===== src/rtl/sigc_pkg.sv =====
package sigc_pkg;
   // default signature width and Galois feedback mask (x^16+x^9+x^7+x^4+1)
   localparam int unsigned   SIG_W_DEF = 16;
   localparam logic [15:0]   POLY_DEF  = 16'h0291;
   localparam int unsigned   LINES_DEF = 10;
endpackage


===== src/rtl/sigc_line.sv =====
module sigc_line #(
   parameter int unsigned      W    = 16,
   parameter logic [W-1:0]     POLY = 16'h0291
) (
   input  logic         clk,
   input  logic         rst_n,
   input  logic         clr_i,
   input  logic         upd_i,
   input  logic         bit_i,
   output logic [W-1:0] sig_o
);
   logic [W-1:0] sig_q;
   logic [W-1:0] sig_nxt;
   logic         fb;

   always_comb begin
      fb      = sig_q[W-1] ^ bit_i;
      sig_nxt = {sig_q[W-2:0], 1'b0} ^ ({W{fb}} & POLY);
   end

   always_ff @(posedge clk or negedge rst_n) begin
      if (!rst_n)       sig_q <= '0;
      else if (clr_i)   sig_q <= '0;
      else if (upd_i)   sig_q <= sig_nxt;
   end

   assign sig_o = sig_q;


   clr_zero_chk: assert property (@(posedge clk) disable iff (!rst_n)
      clr_i |=> (sig_o == '0));

   idle_hold_chk: assert property (@(posedge clk) disable iff (!rst_n)
      (!clr_i && !upd_i) |=> $stable(sig_o));
endmodule


===== src/rtl/sigc_onehot_mon.sv =====
module sigc_onehot_mon #(
   parameter int unsigned K = 10
) (
   input  logic         clk,
   input  logic         rst_n,
   input  logic         clr_i,
   input  logic         vld_i,
   input  logic [K-1:0] resp_i,
   output logic         err_o
);
   logic err_q;
   logic seen_one;
   logic seen_many;
   logic bad;

   always_comb begin
      seen_one  = 1'b0;
      seen_many = 1'b0;
      for (int i = 0; i < K; i++) begin
         if (resp_i[i]) begin
            if (seen_one) seen_many = 1'b1;
            seen_one = 1'b1;
         end
      end
      bad = !seen_one || seen_many;
   end

   always_ff @(posedge clk or negedge rst_n) begin
      if (!rst_n)               err_q <= 1'b0;
      else if (clr_i)           err_q <= 1'b0;
      else if (vld_i && bad)    err_q <= 1'b1;
   end

   assign err_o = err_q;


   bad_label_chk: assert property (@(posedge clk) disable iff (!rst_n)
      (vld_i && !clr_i && ($countones(resp_i) != 1)) |=> err_o);

   err_sticky_chk: assert property (@(posedge clk) disable iff (!rst_n)
      (err_o && !clr_i) |=> err_o);
endmodule


===== src/rtl/sigc_cmp.sv =====
module sigc_cmp #(
   parameter int unsigned K = 10,
   parameter int unsigned W = 16
) (
   input  logic                 clk,
   input  logic                 rst_n,
   input  logic                 clr_i,
   input  logic                 cmp_i,
   input  logic [K-1:0][W-1:0]  sig_i,
   input  logic [K*W-1:0]       gold_i,
   output logic [K-1:0]         mism_o,
   output logic                 done_o
);
   logic done_q;

   for (genvar g = 0; g < K; g++) begin : g_line
      logic mism_q;
      always_ff @(posedge clk or negedge rst_n) begin
         if (!rst_n)        mism_q <= 1'b0;
         else if (clr_i)    mism_q <= 1'b0;
         else if (cmp_i)    mism_q <= (sig_i[g] != gold_i[g*W +: W]);
      end
      assign mism_o[g] = mism_q;
   end

   always_ff @(posedge clk or negedge rst_n) begin
      if (!rst_n)  done_q <= 1'b0;
      else         done_q <= cmp_i && !clr_i;
   end

   assign done_o = done_q;


   done_follow_chk: assert property (@(posedge clk) disable iff (!rst_n)
      (cmp_i && !clr_i) |=> done_o);

   mism_hold_chk: assert property (@(posedge clk) disable iff (!rst_n)
      (!cmp_i && !clr_i) |=> $stable(mism_o));

   clr_first_chk: assert property (@(posedge clk) disable iff (!rst_n)
      clr_i |=> (mism_o == '0 && !done_o));
endmodule


===== src/rtl/resp_sig_compactor.sv =====
module resp_sig_compactor
   import sigc_pkg::*;
#(
   parameter int unsigned          K    = LINES_DEF,
   parameter int unsigned          W    = SIG_W_DEF,
   parameter logic [W-1:0]         POLY = W'(POLY_DEF)
) (
   input  logic             clk,
   input  logic             rst_n,
   input  logic             clear_i,
   input  logic             resp_vld_i,
   input  logic [K-1:0]     resp_i,
   input  logic             cmp_i,
   input  logic [K*W-1:0]   golden_i,
   output logic [K-1:0]     mism_o,
   output logic             cmp_done_o,
   output logic             onehot_err_o,
   output logic             fail_o
);
   localparam int unsigned GOLD_W = K * W;

   if (K < 2) begin : g_bad_k
      $error("resp_sig_compactor: K must be at least 2");
   end
   if (W < 2) begin : g_bad_w
      $error("resp_sig_compactor: W must be at least 2");
   end
   if (POLY[0] != 1'b1) begin : g_bad_poly
      $error("resp_sig_compactor: feedback mask needs the x^0 term");
   end

   logic [K-1:0][W-1:0] sig_w;
   logic                oh_err;

   for (genvar g = 0; g < K; g++) begin : g_sig
      sigc_line #(.W(W), .POLY(POLY)) u_line (
         .clk   (clk),
         .rst_n (rst_n),
         .clr_i (clear_i),
         .upd_i (resp_vld_i),
         .bit_i (resp_i[g]),
         .sig_o (sig_w[g])
      );
   end

   sigc_onehot_mon #(.K(K)) u_oh (
      .clk    (clk),
      .rst_n  (rst_n),
      .clr_i  (clear_i),
      .vld_i  (resp_vld_i),
      .resp_i (resp_i),
      .err_o  (oh_err)
   );

   sigc_cmp #(.K(K), .W(W)) u_cmp (
      .clk    (clk),
      .rst_n  (rst_n),
      .clr_i  (clear_i),
      .cmp_i  (cmp_i),
      .sig_i  (sig_w),
      .gold_i (golden_i[GOLD_W-1:0]),
      .mism_o (mism_o),
      .done_o (cmp_done_o)
   );

   assign onehot_err_o = oh_err;
   assign fail_o       = oh_err || (|mism_o);


   err_forces_fail_chk: assert property (@(posedge clk) disable iff (!rst_n)
      onehot_err_o |-> fail_o);

   mism_forces_fail_chk: assert property (@(posedge clk) disable iff (!rst_n)
      (mism_o != '0) |-> fail_o);
endmodule


===== config.mk =====
export PLATFORM = sky130hd
export DESIGN_NAME = resp_sig_compactor
export DESIGN_NICKNAME = d
export VERILOG_FILES = /design/src/rtl/sigc_pkg.sv /design/src/rtl/sigc_line.sv /design/src/rtl/sigc_onehot_mon.sv /design/src/rtl/sigc_cmp.sv /design/src/rtl/resp_sig_compactor.sv
export SDC_FILE = /design/constraint.sdc
export NUM_CORES = 1
export LEC_CHECK = 0
export ABC_AREA = 1
export BUFFER_PORTS_ARGS = -buffer_cell sky130_fd_sc_hd__buf_2
export CELL_PAD_IN_SITES_DETAIL_PLACEMENT = 0
export CELL_PAD_IN_SITES_GLOBAL_PLACEMENT = 1
export CORE_MARGIN = 4
export CORE_UTILIZATION = 30
export CTS_CLUSTER_DIAMETER = 80
export DETAILED_ROUTE_END_ITERATION = 8
export PLACE_DENSITY_LB_ADDON = 0.1
export REMOVE_ABC_BUFFERS = 1
export SYNTH_ARGS = -nofsm -noshare
export SYNTH_HDL_FRONTEND = slang
export SYNTH_SLANG_ARGS = --single-unit

===== constraint.sdc =====
create_clock -name clk -period 2.7 [get_ports clk]
set_input_delay 0.135 -clock clk [delete_from_list [all_inputs] [get_ports clk]]
set_output_delay 0.135 -clock clk [all_outputs]
set_load 0.01 [all_outputs]

# Word level (Yosys, flattened, before mapping)
# Index checks and enable logic that the tools add are counted.
# word_totals
out_inout_bits	13
in_bits	175
reg_bits	172
# op_classes
n_reduce_logical	10
bitwise	20
n_eq_ne	10
muxes	70
# ops
op	count
2-to-1 mux 16 bit	20
inequality test 16 bit	10
bitwise XOR 16 x 10 -> 16 bit	10
2-to-1 mux 1 bit	50
OR reduction 10 bit	1
bitwise XOR 1 bit	10
nonzero test 2 bit	3
logical AND 1 bit	2
logical NOT 1 bit	2
logical OR 1 bit	2

# Logic depth before layout (Yosys ltp)
# Gate-level depths: netlist of run 1.
# logic_depth
depth_word	23
depth_mapped	10
depth_no_buf	10

# Modules after synthesis
# A second synthesis of run 1 with hierarchy kept.
# hier_totals
hier_cells	1720
area_unflattened_um2	10945.5
# modules_own_cells
module	area_each_um2	seq_area_each_um2	n_inst	cells_per_inst
sigc_line	685.7	400.4	10	72
sigc_cmp	3866.2	275.3	1	955
sigc_onehot_mon	178.9	25.0	1	34
resp_sig_compactor	43.8	0.0	1	11

# Worst setup path after synthesis of run 1
# OpenSTA, ideal clock, no wires.
# synth_timing
path_kind	register to register
startpoint	reg g_sig[5].u_line.sig_q[13]
endpoint	reg u_cmp.g_line[5].mism_q
path_stages_with_launch	8
setup_slack_ns	1.552
path_buffers	0
setup_ns	0.117
arrival_time_ns	1.031
t_required_ns	2.583
cell_sequence	dfrtp_1 > or2_0 > a21oi_1 > nand2_1 > nor3_1 > nand2_1 > nand2_1 > nand2_1
# synth_via
elab_chain_cells	3
# synth_lines
element	line_no	source
start: declaration	sigc_line.sv:12	logic [W-1:0] sig_q;
start signal: assignment	sigc_line.sv:24	else if (upd_i) sig_q <= sig_nxt;
inequality test 16 bit	sigc_cmp.sv:21	else if (cmp_i) mism_q <= (sig_i[g] != gold_i[g*W +: W]);
2-to-1 mux 1 bit	sigc_cmp.sv:21	
2-to-1 mux 1 bit	sigc_cmp.sv:20	else if (clr_i) mism_q <= 1'b0;
end signal: assignment	sigc_cmp.sv:21	
end: declaration	sigc_cmp.sv:17	logic mism_q;
# No other way between the ends. The select of a mux whose other input is x is not followed.
# A chain may end at the register's enable or synchronous reset.

# Final worst setup path of run 1
# layout_timing
startpoint	reg u_cmp.g_line[4].mism_q
endpoint	out fail_o
# layout_via
elab_chain_cells	2
# layout_lines
element	line_no	source
start: declaration	sigc_cmp.sv:17	
start signal: assignment	sigc_cmp.sv:21	
OR reduction 10 bit	resp_sig_compactor.sv:67	assign fail_o = oh_err || (|mism_o);
logical OR 1 bit	resp_sig_compactor.sv:67	
end: declaration	resp_sig_compactor.sv:18	output logic fail_o
# No other way between the ends.

==> flow_summary_export.csv, run 1 <==
group,metric,value,unit
clock_network,clk_latency,0.43,ns
power_and_ir_drop,p_total,5.79,mW
floorplanning,initial_utilization,30.7,%
finish,area_growth,20.0,%
outcome,outcome,"finished, final reports clean",
power_and_ir_drop,p_leak,4.76,nW
routing,firstDrtPassIters,6,
yosys,synth_cells,981,
clock_network,post-cts-setup-buffers,0,
timing,post-route-period-util,67.9,%
run,drv_cap,0,
worst_setup_path,end_kind,"output port",
yosys,synth_edf_count,0,
yosys,netlist_area,0.00919,sq mm
yosys,synth.lib_cells_used.distinct,27,
routing,ant_nets,0,
grt,use_met1,20.8,%
worst_setup_path,crit_required,2.57,ns
clock_network,htreeDepth,4,
worst_hold_path,hold_path_class,"in2reg",
worst_setup_path,cp-start-kind,"flop",
clock_network,numClockSinks,172,
timing,hold_viol_final,0,
yosys,ys.flop_type,"dfrtp_1",
yosys,ys_ff_latch,172,
routing,wl,24.1,mm
grt,antenna_found_initial,0,
timing,grt_setup_unrepaired,"no",
timing,finClkSkew,0.0123,ns
yosys,yosysTopAreaCell,"dfrtp_1",
timing,finalSetupViolCount,0,
power_and_ir_drop,ir_drop,0.000357,V
worst_setup_path,worstSetupPathType,"reg2out",
routing,drc,0,
place,dpl.cell_count,1528,
grt,met3_usage,2.60,%
finish,num-nets-final,1333,
floorplanning,row_count,63,
finish,diodes,0,
clock_network,numCtsBuffers,17,
place,pre_cts_ws,0.958,ns
finish,fin_util,36.8,%
grt,grt_use_total,14.2,%
timing,final.setup.worst_slack,0.867,ns
floorplanning,die_h,183,microns
routing,viasPerCell,4.52,
finish,finalNonFillerCells,1560,
power_and_ir_drop,power.density,525,mW/mm^2
grt,grt_pass1_vias,7020,
yosys,synth_top_area_share,46.9,%
floorplanning,core_area,0.0300,sq mm
timing,tns,0,ns
yosys,synth.avg_cell_area,9.36,sq um
routing,drtIter0Drc,351,
clock_network,clkTransAtPathRegs,0.07,ns
finish,drive_gt1_share,27.4,%
grt,grt_max_degree,74,
floorplanning,die-area,0.0335,sq mm
yosys,synth-seq-area-share,46.9,%
floorplanning,pin_count,188,
clock_network,cts_max_path_buffers,2,
place,port_buffers,187,
yosys,synth_area_leaders,"dfrtp_1 (47%), xnor2_1 (11%), o22ai_2 (6.8%)",
timing,maxSlewViolCount,0,
clock_network,cts_tree,"yes",
timing,period_needed,1.83,ns
worst_setup_path,cp.arrival,1.70,ns
floorplanning,die_w,183,microns
worst_setup_path,crit_path_max_fanout,3,
grt,grt_pass1_wl,38.0,mm
grt,busiest_layer,"met2",
yosys,synthArstFlopShare,100,%
grt,grt-ovfl-total,0,
yosys,yosysWarnings,0,
place,dp_hpwl,18.0,mm
clock_network,cts_root_buffer,"clkbuf_16",
place,gp_congestion,0.702,
routing,num_vias,7048,
grt,use_met2,22.0,%
timing,fmax,545,MHz
routing,wl_per_cell,15.5,microns
clock_network,cts_resized,0,
timing,worstMarginPinSlew,0.971,ns
clock_network,hold_buffers,1,
timing,slew_headroom,35.0,%
[critical path, cell delays in order, from the launching register on]
cell and delay (ns):
dfrtp_1 0.44, nor4_1 0.41, nand3_1 0.23, buf_2 0.20
[power breakdown]
| part | switching (mW) | total (mW) | internal, mW |
|---|---|---|---|
| Clock | 1.10 | 2.32 | 1.22 |
| Combinational | 0.423 | 0.747 | 0.324 |
| Sequential | 0.0661 | 2.72 | 2.66 |
[cells in the mapped netlist, types with 5 or more instances]
master and count:
a21oi_1 5, buf_2 12, buf_4 17, buf_6 8, clkbuf_1 7, dfrtp_1 172, inv_1 165, nand2_1 116
nand3_1 20, nand4_1 37, nor2_1 42, nor3_1 17, o21ai_0 28, o22ai_1 97, o22ai_2 50, or2_0 5
or2_2 31, xnor2_1 114, xor2_1 25
[through the flow]
step	hold slack (ns)	instance area, sq um
after floorplan	-0.161	8880
after global placement	0.212	10500
after detailed placement	0.210	10500
after CTS	0.137	11000
after global routing	0.178	11000
final	0.149	11000
[path summary, 6_finish.rpt]
| check | start | to | slack (ns) | cells past startpoint |
|---|---|---|---|---|
| max | u_cmp.g_line[4].mism_q | fail_o | 0.87 | 3 |
| min | resp_i[7] | u_oh.err_o | 0.15 | 5 |
| max reg2reg | g_sig[5].u_line.sig_o[1] | u_cmp.g_line[5].mism_q | 1.26 | 7 |
| min in group asynchronous | rst_n | g_sig[1].u_line.sig_o[11] | 0.28 | 2 |
| min reg2reg | u_oh.err_o | u_oh.err_o | 0.54 | 2 |
| max in group asynchronous | rst_n | g_sig[6].u_line.sig_o[7] | 1.67 | 3 |
[cell families (layout without fill, tap and decap cells)]
logic type | Yosys count | after routing | share of synthesized area, %
simple gates | 275 | 275 | 14.2
buf+inv | 213 | 402 | 10.2
compound gates | 182 | 182 | 15.4
flops | 172 | 172 | 46.9
xor+xnor | 139 | 139 | 13.3
[layout by cell type (no fill, tap or decap)]
cell             n
buf_4           13
clkbuf_16       17
nor2_1          42
inv_2            2
nand3_1         20
buf_12           2
xor2_1          25
clkbuf_1         1
dlygate4sd3_1    1
nand2_8          1
o22ai_2         50
inv_6            8
nor2_4           3
a21oi_1          5
o22ai_1         97
dfrtp_1        172
o2111ai_1        2
clkinvlp_4       2
o21ai_0         28
clkinv_4         3
inv_1          165
nand4_4          1
nand4_1         37
clkbuf_8         2
buf_2          186
or2_0            5
nand2_1        116
nor4_1           2
or2_2           31
xnor2_1        114
nor3_1          17
[area by class of cell]
class	instances	area, sq um
Timing Repair Buffer	203	1090
Inverter	168	636
Sequential cell	172	4300
Clock buffer	19	443
Fill cell	3195	18900
Clock inverter	12	103
Tap cell	390	488
Multi-Input combinational cell	596	3960
[routing by layer]
| layer | vias to the layer above | part of all wire, % | wire [microns] |
|---|---|---|---|
| met4 | 0 | 0.85 | 204 |
| met5 | - | 0 | 0 |
| met2 | 140 | 45 | 11000 |
| li1 | 3575 | - | - |
| met3 | 14 | 4.4 | 1070 |
| met1 | 3319 | 49 | 11900 |
[registers in the layout (all words and copies together) (netlist names)]
name                 cells
g_sig.u_line.sig_o     160
u_cmp.done_o             1
u_cmp.g_line.mism_q     10
u_oh.err_o               1
Note: power is estimated with default switching activity, not from simulation.
==> run 2, diff against run 1 <==
--- a/config.mk
+++ b/config.mk
@@ -5,7 +5,7 @@
 export SDC_FILE = /design/constraint.sdc
 export NUM_CORES = 1
 export LEC_CHECK = 0
-export ABC_AREA = 1
+export ABC_AREA = 0
 export BUFFER_PORTS_ARGS = -buffer_cell sky130_fd_sc_hd__buf_2
 export CELL_PAD_IN_SITES_DETAIL_PLACEMENT = 0
 export CELL_PAD_IN_SITES_GLOBAL_PLACEMENT = 1
==> constraint.sdc (replaced) <==
create_clock -name clk -period 1.7 [get_ports clk]
set_input_delay 0.085 -clock clk [delete_from_list [all_inputs] [get_ports clk]]
set_output_delay 0.085 -clock clk [all_outputs]
set_load 0.01 [all_outputs]
==> run 2 against run 1 <==
Effect of this change: sequential power grew 61%; cell count shrank 7.2%; die area shrank 1.1%; non-clock buffer count grew 37; critical path depth is the same; register-to-register slack lost 1.0 ns; hold slack lost 0.12 ns; clock-buffer cell count grew 1; cell area grew 3.7%; critical path type unchanged; largest power group unchanged; highest routed layer is now met5.
==> flow_summary_export.csv, run 2 <==
group,metric,value,unit
outcome,outcome,"finished, final reports clean",
routing,ant_nets,0,
place,pre_cts_ws,0.0503,ns
clock_network,cts_tree,"yes",
place,port_buffers,187,
finish,diodes,0,
timing,finClkSkew,0.0118,ns
floorplanning,initial_utilization,30.5,%
timing,final.setup.worst_slack,0.108,ns
worst_setup_path,end_kind,"output port",
yosys,yosysWarnings,0,
worst_setup_path,path_cells,"nor4_1 > nand3_2 > buf_6",
place,dp_hpwl,17.9,mm
yosys,synth.lib_cells_used.distinct,30,
worst_setup_path,critPathLaunch,"u_cmp.g_line[5].mism_q",
clock_network,numCtsBuffers,17,
yosys,synth_cells,836,
yosys,synthSimpleGateAreaFrac,10.9,%
worst_setup_path,cp-start-kind,"flop",
clock_network,cts_root_buffer,"clkbuf_16",
finish,num-fill-cells,2994,
timing,worstMarginPinSlew,0.553,ns
floorplanning,pin_count,188,
run,drv_cap,0,
grt,grt_pass1_vias,6858,
yosys,synth_top_family_by_area,"XOR/XNOR gates",
timing,slew_headroom,63.1,%
timing,finalSetupViolCount,0,
worst_setup_path,worstSetupPathType,"reg2out",
routing,viasPerCell,4.44,
timing,hold_viol_final,0,
power_and_ir_drop,p_total,9.64,mW
yosys,yosys-top-cells-count,"xnor2_1 (200), dfrtp_1 (172), nor2_1 (161)",
place,dpl.cell_count,1404,
worst_setup_path,crit_path_max_fanout,3,
power_and_ir_drop,ir_drop,0.000447,V
finish,num-nets-final,1220,
finish,area_growth,25.9,%
timing,tns,0,ns
routing,wl_per_cell,16.7,microns
worst_setup_path,max_stage_delay,0.43,ns
clock_network,htreeDepth,4,
worst_setup_path,r2r_end,"u_cmp.g_line[9].mism_q",
place,gp_congestion,0.746,
yosys,muxShareOfSynthArea,16.5,%
worst_setup_path,worstRegToRegCells,4,
timing,maxSlewViolCount,0,
timing,fmax,628,MHz
power_and_ir_drop,power.density,843,mW/mm^2
routing,firstDrtPassIters,4,
yosys,synth-seq-area-share,47.4,%
floorplanning,row_count,63,
worst_hold_path,hold_path_class,"in2reg",
routing,drc,0,
yosys,ys.flop_type,"dfrtp_1",
finish,layout_commonest_cell,"xnor2_1",
yosys,synth-xor-area-share,19.4,%
yosys,synth-compound-area-share,2.92,%
finish,drive_gt1_share,24.9,%
yosys,synth_edf_count,0,
routing,wl,24.2,mm
clock_network,numClockSinks,172,
yosys,synth_top_area_share,47.4,%
clock_network,cts_max_path_buffers,2,
worst_setup_path,cp.arrival,1.51,ns
worst_setup_path,crit_required,1.62,ns
timing,grt_setup_unrepaired,"no",
yosys,ys_ff_latch,172,
worst_setup_path,cp_slowest_cell,"dfrtp_1",
worst_setup_path,critPathCapture,"fail_o",
yosys,yosysTopAreaCell,"dfrtp_1",
finish,finalNonFillerCells,1448,
grt,grt_max_degree,70,
yosys,netlist_area,0.00908,sq mm
clock_network,clk_latency,0.43,ns
power_and_ir_drop,p_leak,5.24,nW
grt,antenna_found_initial,1,
yosys,synth_area_leaders,"dfrtp_1 (47%), xnor2_1 (19%), mux2i_1 (17%)",
timing,hold_slack,0.0280,ns
clock_network,clkTransAtPathRegs,0.07,ns
routing,drtIter0Drc,234,
clock_network,post-cts-setup-buffers,0,
yosys,synth.avg_cell_area,10.9,sq um
worst_setup_path,r2r_start,"g_sig[9].u_line.sig_o[3]",
floorplanning,core_area,0.0297,sq mm
timing,period_needed,1.59,ns
worst_setup_path,rrSetupSlack,0.25,ns
finish,largest_reg_flops,160,
finish,final_cell_mix,"xnor2_1 (200), buf_2 (183), dfrtp_1 (172)",
grt,grt_pass1_wl,38.6,mm
grt,grt_use_total,14.7,%
timing,post-route-period-util,93.7,%
floorplanning,die-area,0.0331,sq mm
yosys,synthArstFlopShare,100,%
floorplanning,die_w,182,microns
grt,grt-ovfl-total,0,
yosys,synth_most_common_cell,"xnor2_1",
routing,num_vias,6433,
floorplanning,die_h,182,microns
yosys,synthAdderAreaFrac,0.110,%
-- run 2: cell count changes in the layout (fill, tap and decap cells not counted), sizes merged, moves of 11 or more --
cell,change
xor2,-24
mux2i,+150
nor2,+116
buf,+27
o22ai,-147
nor4,+11
o21ai,-25
inv,-169
nor3,-16
or2,-36
dlygate4sd3,+11
xnor2,+86
nand2,-117
-- run 2: power by group --
| part | switching [mW] | internal (mW) | total, mW |
|---|---|---|---|
| combinational | 0.654 | 0.694 | 1.35 |
| sequential | 0.149 | 4.22 | 4.37 |
| clock | 1.78 | 2.14 | 3.92 |
| total | 2.58 | 7.06 | 9.64 |
-- run 2: logic make-up (layout without fill, tap and decap cells) --
kind of cell             after synthesis  in the layout
AO/OA/AOI/OAI                         38             38
XOR/XNOR                             201            201
AND/OR/NAND/NOR                      223            223
flip-flops                           172            172
buffers and inverters                 51            273
adder cells (fa/ha/maj)                1              1
multiplexers                         150            150
-- run 2: metrics by stage --
step           utilization (%)  cell area [sq um]
2_1_floorplan                -               8830
5_1_grt                   38.5              11400
6_report                  38.5              11400
3_3_place_gp              36.0              10700
4_1_cts                   38.4              11400
3_5_place_dp              36.0              10700
-- run 2: worst min-delay path by stage --
stage	from	endpoint	slack, ns	cells past startpoint
final	clear_i	g_sig[2].u_line.sig_o[1]	0.03	2
after global routing	clear_i	g_sig[2].u_line.sig_o[4]	0.05	2
after CTS	rst_n	g_sig[9].u_line.sig_o[6]	0.03	2
after detailed placement	rst_n	g_sig[9].u_line.sig_o[6]	-0.06	1
after global placement	rst_n	g_sig[9].u_line.sig_o[5]	-0.06	1
after floorplan	rst_n	g_sig[0].u_line.sig_o[0]	-0.21	0
-- run 2: layer usage --
metal / up-vias / global-route usage [%] / wire length, microns
met2: 114 / 23.0 / 11300
met1: 3064 / 20.9 / 11700
met5: - / 0 / 13
met4: 2 / 2.70 / 175
li1: 3239 / - / -
met3: 14 / 3.55 / 1010
-- run 2: critical path: cells and delay by family (launching register included) --
kind	cells	cell delay, ns
simple gates	2	0.49
flops	1	0.43
buf+inv	1	0.15
-- run 2: area by class of cell --
| class | instances | area, sq um | share of cell area, % |
|---|---|---|---|
| Clock inverter | 12 | 128 | 1.12 |
| Inverter | 1 | 3.75 | 0.0328 |
| Clock buffer | 20 | 457 | 4.00 |
| Timing Repair Buffer | 240 | 1510 | 13.2 |
| Tap cell | 390 | 488 | 4.27 |
| Multi-Input combinational cell | 613 | 4540 | 39.7 |
| Sequential cell | 172 | 4300 | 37.7 |
-- run 2: what timing repair did --
item | CTS | global route
gates resized for setup | 0 | 5
hold endpoints to repair | 183 | 0
endpoints found under the setup margin | 0 | 1
hold buffers | 12 | 0
